<file path="src/rtl/hzd_pkg.sv">
package hzd_pkg;
  // Operand source select encoding shared by execute and decode muxes
  localparam logic [1:0] SEL_RF   = 2'b00;
  localparam logic [1:0] SEL_NEAR = 2'b10;  // execute/memory register
  localparam logic [1:0] SEL_FAR  = 2'b01;  // memory/writeback register
endpackage

</file>
<file path="src/rtl/hzd_fwd_pick.sv">
module hzd_fwd_pick #(
  parameter int unsigned REG_W = 5
) (
  input  logic [REG_W-1:0] src,
  input  logic [REG_W-1:0] near_rd,
  input  logic             near_ok,
  input  logic [REG_W-1:0] far_rd,
  input  logic             far_ok,
  output logic [1:0]       sel
);
  import hzd_pkg::*;

  function automatic logic reg_hit(logic [REG_W-1:0] s, logic [REG_W-1:0] d, logic ok);
    return ok && (d != '0) && (s == d);
  endfunction

  logic near_hit;
  logic far_hit;

  assign near_hit = reg_hit(src, near_rd, near_ok);
  assign far_hit  = reg_hit(src, far_rd, far_ok);

  always_comb begin
    if (near_hit)     sel = SEL_NEAR;
    else if (far_hit) sel = SEL_FAR;
    else              sel = SEL_RF;
  end
endmodule

</file>
<file path="src/rtl/hzd_stall_ctl.sv">
module hzd_stall_ctl #(
  parameter int unsigned REG_W   = 5,
  parameter int unsigned NUM_SRC = 2
) (
  input  logic [REG_W-1:0] dec_src [NUM_SRC],
  input  logic             dec_is_branch,
  input  logic [REG_W-1:0] ex_rd,
  input  logic             ex_wr_en,
  input  logic             ex_is_load,
  input  logic [REG_W-1:0] mem_rd,
  input  logic             mem_wr_en,
  input  logic             mem_is_load,
  output logic             load_use_hit,
  output logic             br_ex_hit,
  output logic             br_mload_hit,
  output logic             stall,
  output logic             bubble,
  output logic             flush
);
  function automatic logic reg_hit(logic [REG_W-1:0] s, logic [REG_W-1:0] d, logic ok);
    return ok && (d != '0) && (s == d);
  endfunction

  logic ex_any;
  logic mload_any;

  always_comb begin
    ex_any    = 1'b0;
    mload_any = 1'b0;
    for (int i = 0; i < NUM_SRC; i++) begin
      ex_any    = ex_any    | reg_hit(dec_src[i], ex_rd, ex_wr_en);
      mload_any = mload_any | reg_hit(dec_src[i], mem_rd, mem_wr_en && mem_is_load);
    end
  end

  assign load_use_hit = ex_any & ex_is_load;
  assign br_ex_hit    = ex_any & dec_is_branch & ~ex_is_load;
  assign br_mload_hit = mload_any & dec_is_branch;
  assign stall        = load_use_hit | br_ex_hit | br_mload_hit;
  assign bubble       = stall;
  assign flush        = dec_is_branch & ~stall;
endmodule

</file>
<file path="src/rtl/hzd_fwd_ctl.sv">
module hzd_fwd_ctl #(
  parameter int unsigned REG_W = 5
) (
  input  logic [REG_W-1:0] dec_rs_a,
  input  logic [REG_W-1:0] dec_rs_b,
  input  logic             dec_is_branch,
  input  logic [REG_W-1:0] ex_rs_a,
  input  logic [REG_W-1:0] ex_rs_b,
  input  logic [REG_W-1:0] ex_rd,
  input  logic             ex_wr_en,
  input  logic             ex_is_load,
  input  logic [REG_W-1:0] mem_rd,
  input  logic             mem_wr_en,
  input  logic             mem_is_load,
  input  logic [REG_W-1:0] wb_rd,
  input  logic             wb_wr_en,
  output logic [1:0]       fwd_sel_a,
  output logic [1:0]       fwd_sel_b,
  output logic [1:0]       brf_sel_a,
  output logic [1:0]       brf_sel_b,
  output logic             stall,
  output logic             bubble,
  output logic             flush_ifid
);
  localparam int unsigned NUM_SRC = 2;

  logic [REG_W-1:0] ex_src  [NUM_SRC];
  logic [REG_W-1:0] dec_src [NUM_SRC];
  logic [1:0]       ex_sel  [NUM_SRC];
  logic [1:0]       dec_sel [NUM_SRC];

  // Named internal events, visible to the bound checker
  logic mem_alu_wr;
  logic load_use_hit;
  logic br_ex_hit;
  logic br_mload_hit;

  assign ex_src[0]  = ex_rs_a;
  assign ex_src[1]  = ex_rs_b;
  assign dec_src[0] = dec_rs_a;
  assign dec_src[1] = dec_rs_b;

  // Loaded data is not ready at the decode comparator while in memory
  assign mem_alu_wr = mem_wr_en & ~mem_is_load;

  for (genvar g = 0; g < NUM_SRC; g++) begin : g_src
    hzd_fwd_pick #(.REG_W(REG_W)) u_ex_pick (
      .src     (ex_src[g]),
      .near_rd (mem_rd),
      .near_ok (mem_wr_en),
      .far_rd  (wb_rd),
      .far_ok  (wb_wr_en),
      .sel     (ex_sel[g])
    );
    hzd_fwd_pick #(.REG_W(REG_W)) u_dec_pick (
      .src     (dec_src[g]),
      .near_rd (mem_rd),
      .near_ok (mem_alu_wr),
      .far_rd  (wb_rd),
      .far_ok  (wb_wr_en),
      .sel     (dec_sel[g])
    );
  end

  hzd_stall_ctl #(.REG_W(REG_W), .NUM_SRC(NUM_SRC)) u_stall (
    .dec_src       (dec_src),
    .dec_is_branch (dec_is_branch),
    .ex_rd         (ex_rd),
    .ex_wr_en      (ex_wr_en),
    .ex_is_load    (ex_is_load),
    .mem_rd        (mem_rd),
    .mem_wr_en     (mem_wr_en),
    .mem_is_load   (mem_is_load),
    .load_use_hit  (load_use_hit),
    .br_ex_hit     (br_ex_hit),
    .br_mload_hit  (br_mload_hit),
    .stall         (stall),
    .bubble        (bubble),
    .flush         (flush_ifid)
  );

  assign fwd_sel_a = ex_sel[0];
  assign fwd_sel_b = ex_sel[1];
  assign brf_sel_a = dec_sel[0];
  assign brf_sel_b = dec_sel[1];
endmodule

</file>
<file path="config.mk">
export PLATFORM = sky130hd
export DESIGN_NAME = hzd_fwd_ctl
export DESIGN_NICKNAME = d
export VERILOG_FILES = /design/src/rtl/hzd_pkg.sv /design/src/rtl/hzd_fwd_pick.sv /design/src/rtl/hzd_stall_ctl.sv /design/src/rtl/hzd_fwd_ctl.sv
export SDC_FILE = /design/constraint.sdc
export NUM_CORES = 1
export LEC_CHECK = 0
export BUFFER_PORTS_ARGS = -buffer_cell sky130_fd_sc_hd__buf_2
export CAP_MARGIN = 20
export CORE_MARGIN = 10
export CORE_UTILIZATION = 30
export DETAILED_ROUTE_END_ITERATION = 8
export PLACE_DENSITY = 0.6
export SLEW_MARGIN = 20
export SYNTH_ARGS = -nofsm -noshare
export SYNTH_HDL_FRONTEND = slang
export SYNTH_SLANG_ARGS = --single-unit
</file>
<file path="constraint.sdc">
create_clock -name vclk -period 1.3
set_input_delay 0.065 -clock vclk [all_inputs]
set_output_delay 0.065 -clock vclk [all_outputs]
set_load 0.01 [all_outputs]
</file>
== Yosys cells after proc, flatten, opt, wreduce, memory -nomap -nowiden ==
Index checks and enable logic that the tools add are counted.

* Muxes and demuxes: 8
* Eq/ne operators: 10
* Bitwise gates (word level): 13
* Reduce and logical (&&, ||, !) cells: 21

{| class="wikitable"
|+ Operators with widths
! operator !! number
|-
| $eq 5x5->1 || 10
|-
| $logic_and 1x1->1 || 18
|-
| $reduce_bool 5->1 || 3
|-
| $mux 2 || 4
|-
| $and 1x1->1 || 6
|-
| $mux 1 || 4
|-
| $or 1x1->1 || 4
|-
| $not 1->1 || 3
|}

* Bits in registers: 0
* Input bits: 41
* Logic and storage cells: 52

== Depth between registers and ports, before layout ==
Gate-level depths: netlist of run 1.

* Word-level depth: 10
* Depth in mapped cells: 7

== Hierarchy ==
From an unflattened synthesis of run 1, not the netlist that was laid out.

* Cell total of the unflattened synthesis: 126
* Area, all modules: 968.4 sq um

{| class="wikitable"
|+ Modules (own cells, without submodules)
! module !! cells an instance !! times used !! sequential area each (sq um) !! area an instance (sq um)
|-
| hzd_fwd_pick || 21 || 4 || 0.0 || 158.9
|-
| hzd_stall_ctl || 41 || 1 || 0.0 || 319.1
|-
| hzd_fwd_ctl || 1 || 1 || 0.0 || 13.8
|}

== Least setup slack after synthesis of run 1 ==
OpenSTA, ideal clock, no wires.

* Kind: input port to output port
* Start: input mem_rd[2]
* End: output fwd_sel_a[0]
* Stages on the path: 5
* Path buffers: 1
* Slack: -120 ps
* Arrival time: 1,355 ps
* Cell sequence: buf_2 > or4_4 > o21ai_4 > nor4_1 > nor4_2

* Cells in the longest elaborated chain, start to end: 4
* Elaborated cells between the ends (all ways): 5

{| class="wikitable"
|+ RTL lines
! what !! line !! text
|-
| from (decl) || hzd_fwd_ctl.sv:12 || <nowiki>input logic [REG_W-1:0] mem_rd,</nowiki>
|-
| $reduce_bool 5->1 || hzd_fwd_pick.sv:14 || <nowiki>return ok && (d != '0) && (s == d);</nowiki>
|-
| $logic_and 1x1->1 || hzd_fwd_pick.sv:14 ||
|-
| $logic_and 1x1->1 (*) || hzd_fwd_pick.sv:14 ||
|-
| net g_src[0].u_ex_pick.near_hit || hzd_fwd_pick.sv:17 || <nowiki>logic near_hit;</nowiki>
|-
| $mux 2 (*) || hzd_fwd_pick.sv:24 || <nowiki>if (near_hit) sel = SEL_NEAR;</nowiki>
|-
| to (decl) || hzd_fwd_ctl.sv:17 || <nowiki>output logic [1:0] fwd_sel_a,</nowiki>
|}

The timed path passes the listed nets; every way through them passes the cells marked *.

== Worst setup path after layout of run 1 ==
* Start: input mem_rd[2]
* End: output bubble

* Cells in the longest elaborated chain, start to end: 6
* Elaborated cells between the ends (all ways): 9

{| class="wikitable"
|+ RTL lines
! what !! line !! text
|-
| $reduce_bool 5->1 || hzd_stall_ctl.sv:21 || <nowiki>return ok && (d != '0) && (s == d);</nowiki>
|-
| $logic_and 1x1->1 (2 in a row) || hzd_stall_ctl.sv:21 ||
|-
| $or 1x1->1 (*) || hzd_stall_ctl.sv:32 || <nowiki>mload_any = mload_any | reg_hit(dec_src[i], mem_rd, mem_wr_en && mem_is_load);</nowiki>
|-
| $and 1x1->1 (*) || hzd_stall_ctl.sv:38 || <nowiki>assign br_mload_hit = mload_any & dec_is_branch;</nowiki>
|-
| $or 1x1->1 (*) || hzd_stall_ctl.sv:39 || <nowiki>assign stall = load_use_hit | br_ex_hit | br_mload_hit;</nowiki>
|-
| to (decl) || hzd_fwd_ctl.sv:22 || <nowiki>output logic bubble,</nowiki>
|}

Mark *: on every way between the ends. The rest lies on a longest branch, timed or not.

==> out/results.ini, run 1 <==
[logic_synthesis]
synth_cells = 98
ys_warn_count = 0
synth_commonest_cells = xor2_1, xnor2_1
yosys-top-cells-area = xor2_1, xnor2_1, nor4_2
synth.yosys.seq_area_share_pct = 0
yosysMostFrequentCell = xor2_1
syn_avg_cell_area_sq_um = 7.88
syn-num-nets = 139
netlist_area_sq_um = 772
yosysTopAreaCell = xor2_1
ys_types = 20
post-synth-top-area-fraction_pct = 40.8

[pwr]
vdd_ir_drop_max_mv = 0.173
cellInternalPower_mw = 0.219
power.density_nw_per_um2 = 317
p_comb_share_pct = 100.0
swShare_pct = 47.6
power.share.sequential_pct = 0
p_sw_mw = 0.198
p_leak_nw = 0.614
clockPowerShare_pct = 0

[global_route]
grt_first_pass_wirelength_um = 4760
overflow = 0
track_usage_pct = 10.8
grt_pass1_vias = 953
grt_max_degree = 6
antenna_found_initial = 0

[setup_path]
critical_path_class = input pin to primary output
setup.worst_path.end_class = primary output
cpPeakStageDelay_ns = 0.54
required_ns = 1.24
cp-start-kind = input pin
worstPathMaxFanout = 4
crit_path_frequent_cell = buf_6
crit_chain = buf_6 -> or4_4 -> o21ai_4 -> buf_6 -> a211oi_4 -> a21o_1 -> buf_2
critical_path_arrival_ns = 1.39
crit_slowest_cell = or4_4

[sta]
maxSlewHeadroom_pct = 73.3
min_period_ns = 1.45
setup_viol = 9
fmax_mhz = 688
final-hold-violation-count = 0
fin_ws_ns = -0.154
rsz0062_at_grt = true
worst_pin_slew_ns = 0.398
drv_slew = 0
min_period_over_period_pct = 112

[outcome]
status = finished, violations left
violations = setup timing

[clock_network]
cts.hold.buffers_added = 0

[final_layout]
nNetsFinal = 205
design.seq.count = 0
post-route-util_pct = 53.1
drive_gt1_share_pct = 59.9
clockBufferCount = 0
fillCellCount = 239
final_cell_count_no_fill = 192
n_antenna_cell = 0
syn2layout_area_growth_pct = 70.5
seq_area_sq_um = 0

[route]
routed_wl_um = 2970
viasPerCell = 4.57
ant_nets = 0
vias = 878
drc = 0
first_pass_iters = 4
drt_iter0_markers = 17
detail_route.wl_per_cell_um = 15.5

[place]
dp.cells = 190
portBuffers = 52
place.gp.congestion = 0.882
hpwl_um = 2530

[floorplan]
core_sq_um = 2480
die_x_um = 70.7
die_area_sq_um = 5000
start_util_pct = 31.2
die_y_um = 70.7
rows = 18
io_pins = 52

[job]
drv_cap = 0

[hold_path]
hold_class = input pin to primary output

==> cell usage in the layout (no fill, tap or decap) <==
cell / instances
nor4_1: 1
or4_4: 6
nand3_1: 5
nor3_4: 1
o21ai_4: 1
xnor2_1: 14
o21ai_2: 1
nand3_2: 1
xor2_1: 36
nor4_4: 3
buf_2: 45
buf_4: 28
o221ai_1: 1
nor3b_2: 1
buf_6: 5
a21o_1: 1
a211oi_4: 1
nor3_2: 1
nor4_2: 2
inv_1: 1
nor3_1: 4
or4_1: 1
buf_8: 1
a21oi_1: 1
==> routing by layer <==
| layer | wire (um) | GRT usage [%] | vias to the layer above | share of wire, % |
|---|---|---|---|---|
| met3 | 161 | 2.37 | 2 | 5.4 |
| met1 | 1170 | 12.1 | 398 | 39 |
| li1 | - | - | 456 | - |
| met4 | 13 | 0.860 | 0 | 0.44 |
| met5 | 0 | 0 | - | 0 |
| met2 | 1630 | 20.8 | 22 | 55 |
==> cell families after synthesis <==
| kind of cell | Yosys count | synth area share (%) |
|---|---|---|
| and+or+nand+nor | 26 | 24.1 |
| xor gates and xnor gates | 50 | 56.7 |
| AOI/OAI and AO/OA | 6 | 6.48 |
| buffers and inverters | 16 | 12.6 |
==> what timing repair did <==
item,4_1_cts,5_1_grt
hold endpoints to repair,0,0
setup endpoints to repair,10,11
buffers inserted,1,1
gates resized for setup,16,6
pin swaps,5,9
==> final cells by class <==
type	count	area, sq um	share of cell area (%)
inverter	1	3.75	0.285
tap	30	37.5	2.85
timing repair buffer	79	507	38.5
multi-input combinational	82	768	58.4
==> critical path: cells and delay by family <==
family,cells,cell delay [ns]
compound gates,3,0.41
simple gates,1,0.54
buf+inv,3,0.37
==> through the flow <==
stage	hold slack, ns	setup WS (ns)	total power, mW	setup TNS [ns]	area, sq um
after CTS	0.450	-0.184	0.403	-1.14	1280
after global placement	0.446	-0.210	0.372	-1.21	1210
after global routing	0.473	-0.186	0.451	-1.60	1320
final	0.446	-0.154	0.417	-1.01	1320
after floorplan	0.275	-0.0722	0.215	-0.214	840
after detailed placement	0.454	-0.227	0.378	-1.37	1210
==> final timing paths <==
kind / from / to / slack, ns / cells after the start
max: mem_rd[2] / bubble / -0.15 / 7
min: mem_is_load / brf_sel_a[1] / 0.45 / 3
==> power groups by stage <==
| stage | Combinational (mW) | Sequential [mW] | Clock, mW |
|---|---|---|---|
| after floorplan | 0.215 | 0 | 0 |
| after global placement | 0.372 | 0 | 0 |
| after detailed placement | 0.378 | 0 | 0 |
| after CTS | 0.403 | 0 | 0 |
| after global routing | 0.451 | 0 | 0 |
| final | 0.417 | 0 | 0 |
(Power assumes the default switching activity.)
==> run 2: changes to the inputs <==
- ABC_AREA: not set -> 1
- PLACE_DENSITY: 0.6 -> 0.58
==> run 2 against run 1 <==
Effect of this change: the run now ends clean; worst setup slack better by 0.30 ns; core utilization decreased by 14 points; synthesized cell count is 64% higher; cell count up 20%; flip-flop and latch count did not move; combinational power is 20% lower; total power down 20%; cell area fell by 17%; highest routed layer is now met3; clock-buffer cell count is the same; critical path type unchanged.
==> out/results.ini, run 2 <==
[floorplan]
rows = 19
die_area_sq_um = 5470
die_x_um = 74.0
core_sq_um = 2780
start_util_pct = 31.4
die_y_um = 74.0
io_pins = 52

[clock_network]
cts.hold.buffers_added = 0
postCtsSetupBuffers = 0
cts_resized = 0

[global_route]
grt_pass1_vias = 1009
use_met1_pct = 12.6
use_met2_pct = 17.3
grt_first_pass_wirelength_um = 4480
antenna_found_initial = 0
track_usage_pct = 9.70
grt_max_degree = 7
met3_usage_pct = 1.46
grt.busiest_layer = met2
overflow = 0

[sta]
min_period_over_period_pct = 88.6
min_period_ns = 1.15
setup_tns_ns = 0
setup_viol = 0
worst_pin_slew_ns = 0.292
drv_slew = 0
rsz0062_at_grt = false
final-hold-violation-count = 0
maxSlewHeadroom_pct = 80.6
fmax_mhz = 868

[pwr]
swShare_pct = 54.7
total_power_mw = 0.333
cellInternalPower_mw = 0.151
p_leak_nw = 0.646
vdd_ir_drop_max_mv = 0.135
p_comb_share_pct = 100.0
clockPowerShare_pct = 0
p_sw_mw = 0.182
power.share.sequential_pct = 0
power.density_nw_per_um2 = 306

[final_layout]
post-route-util_pct = 39.1
nNetsFinal = 243
n_antenna_cell = 0
final_cell_mix = nand2_1, buf_2, xnor2_1, inv_1, nor2_1
seq_area_sq_um = 0
syn2layout_area_growth_pct = 24.5
drive_gt1_share_pct = 28.5
clockBufferCount = 0
design.seq.count = 0

[setup_path]
critical_path_arrival_ns = 1.09
cp.depth = 9
worstPathMaxFanout = 6
critical_path_class = input pin to primary output
path_delay_family = simple AND/OR/NAND/NOR gates
worstSetupStartpoint = mem_rd[2]
setup.worst_path.end_class = primary output
crit_end = flush_ifid
crit_buf_inv = 2
required_ns = 1.24
cpPeakStageDelay_ns = 0.27
crit_chain = buf_2 -> nor2_1 -> nand3_1 -> o21ai_2 -> nor2_1 -> nand2_1 -> nand2_2 -> nor2_2 -> buf_2
cp-start-kind = input pin
crit_slowest_cell = o21ai_2

[route]
first_pass_iters = 4
drc = 0
detail_route.wl_per_cell_um = 12.4
vias = 993
viasPerCell = 4.30
routed_wl_um = 2860
drt_iter0_markers = 45
ant_nets = 0

[job]
drv_cap = 0

[logic_synthesis]
synth_cells = 161
ys_warn_count = 0
synth_commonest_cells = nand2_1, xnor2_1, inv_1
netlist_area_sq_um = 873
yosysMostFrequentCell = nand2_1
yosysTopAreaCell = nand2_1
synth.yosys.seq_area_share_pct = 0
post-synth-top-area-fraction_pct = 22.3
ys_types = 19
syn_avg_cell_area_sq_um = 5.42
syn-num-nets = 202
yosys-top-cells-area = nand2_1, xnor2_1, xor2_1

[place]
hpwl_um = 2590
place.gp.congestion = 0.823
portBuffers = 52

[hold_path]
hold_class = input pin to primary output

[outcome]
status = finished clean

run 2: cell count changes in the layout (fill, tap and decap cells not counted), moves of 2 or more:
cell     change
buf_6        -5
buf_4       -28
xor2_1      -23
nand2_1     +52
nor4_2       -2
or4_4        -6
buf_2        +7
nor2_1      +18
nor4_4       -3
nand4_1      +7
inv_1       +18
xnor2_1      +8
run 2: kinds of logic (layout without fill, tap and decap cells):
family / Yosys count / count (layout) / synth area share [%]
buf+inv: 32 / 71 / 17.9
simple gates: 91 / 91 / 44.6
xor+xnor: 35 / 35 / 35.1
compound gates: 3 / 3 / 2.44
run 2: layout make-up:
type / count / area, sq um
Timing Repair Buffer: 52 / 260
Multi-Input combinational cell: 129 / 717
Inverter: 19 / 71.3
Tap cell: 31 / 38.8
Fill cell: 336 / 1690
run 2: through the flow:
step	cells	area [sq um]	hold WS (ns)	worst slack (ns)
global placement	231	1090	0.435	0.160
finish	231	1090	0.434	0.148
floorplan	161	873	0.219	0.305
detailed placement	231	1090	0.429	0.128
CTS	231	1090	0.432	0.128
global route	231	1090	0.439	0.0248
run 2: tightest hold or removal path: stages:
cell    delay [ns]
buf_2         0.12
nor3_2        0.05
buf_2         0.13
run 2: per-layer routing:
metal	vias to the layer above	share of wire (%)
met3	0	4.3
li1	559	-
met4	0	0
met2	30	47
met5	-	0
met1	404	48
run 2: worst min-delay path by stage:
stage / startpoint / to / slack, ns / depth (start not counted)
5_1_grt: mem_is_load / brf_sel_b[1] / 0.44 / 3
3_3_place_gp: mem_is_load / brf_sel_a[1] / 0.44 / 3
6_report: mem_is_load / brf_sel_b[1] / 0.43 / 3
4_1_cts: mem_is_load / brf_sel_b[1] / 0.43 / 3
3_5_place_dp: mem_is_load / brf_sel_b[1] / 0.43 / 3
2_1_floorplan: dec_is_branch / flush_ifid / 0.22 / 2
run 2: power by group through the flow:
stage / logic (mW) / registers (mW) / clock network [mW]
finish: 0.333 / 0 / 0
global route: 0.376 / 0 / 0
CTS: 0.338 / 0 / 0
detailed placement: 0.337 / 0 / 0
global placement: 0.337 / 0 / 0
floorplan: 0.214 / 0 / 0
==> run 3: changes to the inputs <==
- PLACE_DENSITY: 0.58 -> 0.53
- SYNTH_HIERARCHICAL: not set -> 1
==> run 3 against run 2 <==
Effect of this change: combinational power up 38%; via count up 82%; maximum frequency down 2.4%; sequential share of layout area unchanged; critical path type unchanged; total power up 38%; highest routed layer is now met4; core utilization fell by 1.1 points; cell count rose by 77%; global-route usage grew 2.1 points; die area increased by 36%; flip-flop and latch count stayed put.
==> out/results.ini, run 3 <==
[setup_path]
critical_path_arrival_ns = 1.12
cp-start-kind = input pin
setup.worst_path.end_class = primary output
worstPathMaxFanout = 11
required_ns = 1.24
critical_path_class = input pin to primary output

[sta]
setup_viol = 0
maxSlewHeadroom_pct = 82.2
fmax_mhz = 847
setup_tns_ns = 0
min_period_over_period_pct = 90.8
final-hold-violation-count = 0
worst_pin_slew_ns = 0.267
rsz0062_at_grt = false
drv_slew = 0
min_period_ns = 1.18

[final_layout]
fillCellCount = 527
layout_commonest_cell = nand2_1
seq_area_sq_um = 0
nNetsFinal = 400
drive_gt1_share_pct = 22.4
syn2layout_area_growth_pct = 24.0
n_antenna_cell = 0
final_cell_mix = nand2_1, inv_1, buf_2, nor2_1, nand3_1
clockBufferCount = 0
design.seq.count = 0
multi_input_area_sq_um = 1010
post-route-util_pct = 38.0

[logic_synthesis]
synth_cells = 307
ys_warn_count = 6
netlist_area_sq_um = 1320
syn-num-nets = 348
syn_avg_cell_area_sq_um = 4.29

[pwr]
total_power_mw = 0.459
clockPowerShare_pct = 0
p_leak_nw = 1.15
p_comb_share_pct = 100.0
power.share.sequential_pct = 0
p_sw_mw = 0.284
cellInternalPower_mw = 0.175
swShare_pct = 61.9
power.density_nw_per_um2 = 281
vdd_ir_drop_max_mv = 0.139

[global_route]
antenna_found_initial = 0
grt_first_pass_wirelength_um = 7660
grt_max_degree = 17
track_usage_pct = 11.8
grt_pass1_vias = 1793
overflow = 0

[route]
first_pass_iters = 4
ant_nets = 0
detail_route.wl_per_cell_um = 10.9
viasPerCell = 4.42
vias = 1809
drc = 0
routed_wl_um = 4470
drt_iter0_markers = 83

[outcome]
status = finished clean

[hold_path]
holdPathStages = 4
worstHoldStart = dec_is_branch
hold_class = input pin to primary output
holdPathEnd = flush_ifid

[clock_network]
postCtsSetupBuffers = 0

[floorplan]
rows = 24
die_y_um = 86.2
start_util_pct = 30.7
core_sq_um = 4290
io_pins = 52
die_x_um = 86.2
die_area_sq_um = 7440

[job]
drv_cap = 0

[place]
portBuffers = 52
place.gp.congestion = 0.823
hpwl_um = 3810

## run 3: critical path, stage by stage
cell and delay, ns:
buf_2 0.25, inv_1 0.11, nand2_1 0.08, nand2_1 0.05
nor2_1 0.09, nand3_1 0.08, nand2_1 0.07, nand2_1 0.07
nand4_1 0.09, inv_1 0.04, buf_2 0.13
## run 3: worst max path at each step
stage               cells after the start    endpoint       from
floorplan                               7       stall   ex_rd[3]
global placement                       11  flush_ifid  mem_rd[0]
detailed placement                     11  flush_ifid  mem_rd[1]
CTS                                    11  flush_ifid  mem_rd[0]
global route                           11  flush_ifid  mem_rd[3]
finish                                 11  flush_ifid  mem_rd[3]
## run 3: area by class of cell
cell class                      instances  area share, %
Multi-Input combinational cell        230           61.8
Tap cell                               52           3.99
Timing Repair Buffer                   55           17.6
Inverter                               72           16.6
## run 3: metrics by stage
step	setup WS [ns]	std cells	area, sq um	hold slack [ns]
floorplan	0.419	307	1320	0.247
finish	0.119	409	1630	0.490
detailed placement	0.118	409	1630	0.493
CTS	0.113	409	1630	0.494
global route	0.00876	409	1630	0.529
global placement	0.150	409	1630	0.487
## run 3: layer usage
layer | part of all wire (%) | vias to the layer above | GRT usage (%)
li1 | - | 1003 | -
met1 | 47 | 750 | 15.0
met2 | 43 | 54 | 20.1
met3 | 9.2 | 2 | 3.10
met4 | 0.51 | 0 | 0.736
met5 | 0 | - | 0
## run 3: power by group through the flow
stage / sequential, mW / combinational (mW) / clock [mW]
floorplan: 0 / 0.261 / 0
global placement: 0 / 0.458 / 0
detailed placement: 0 / 0.460 / 0
CTS: 0 / 0.462 / 0
global route: 0 / 0.534 / 0
finish: 0 / 0.459 / 0
## run 3: what timing repair did
| action | in CTS | in global routing |
|---|---|---|
| hold buffers | 0 | 0 |
| gates resized for setup | 0 | 2 |
| hold endpoints to repair | 0 | 0 |
| endpoints found under the setup margin | 0 | 3 |
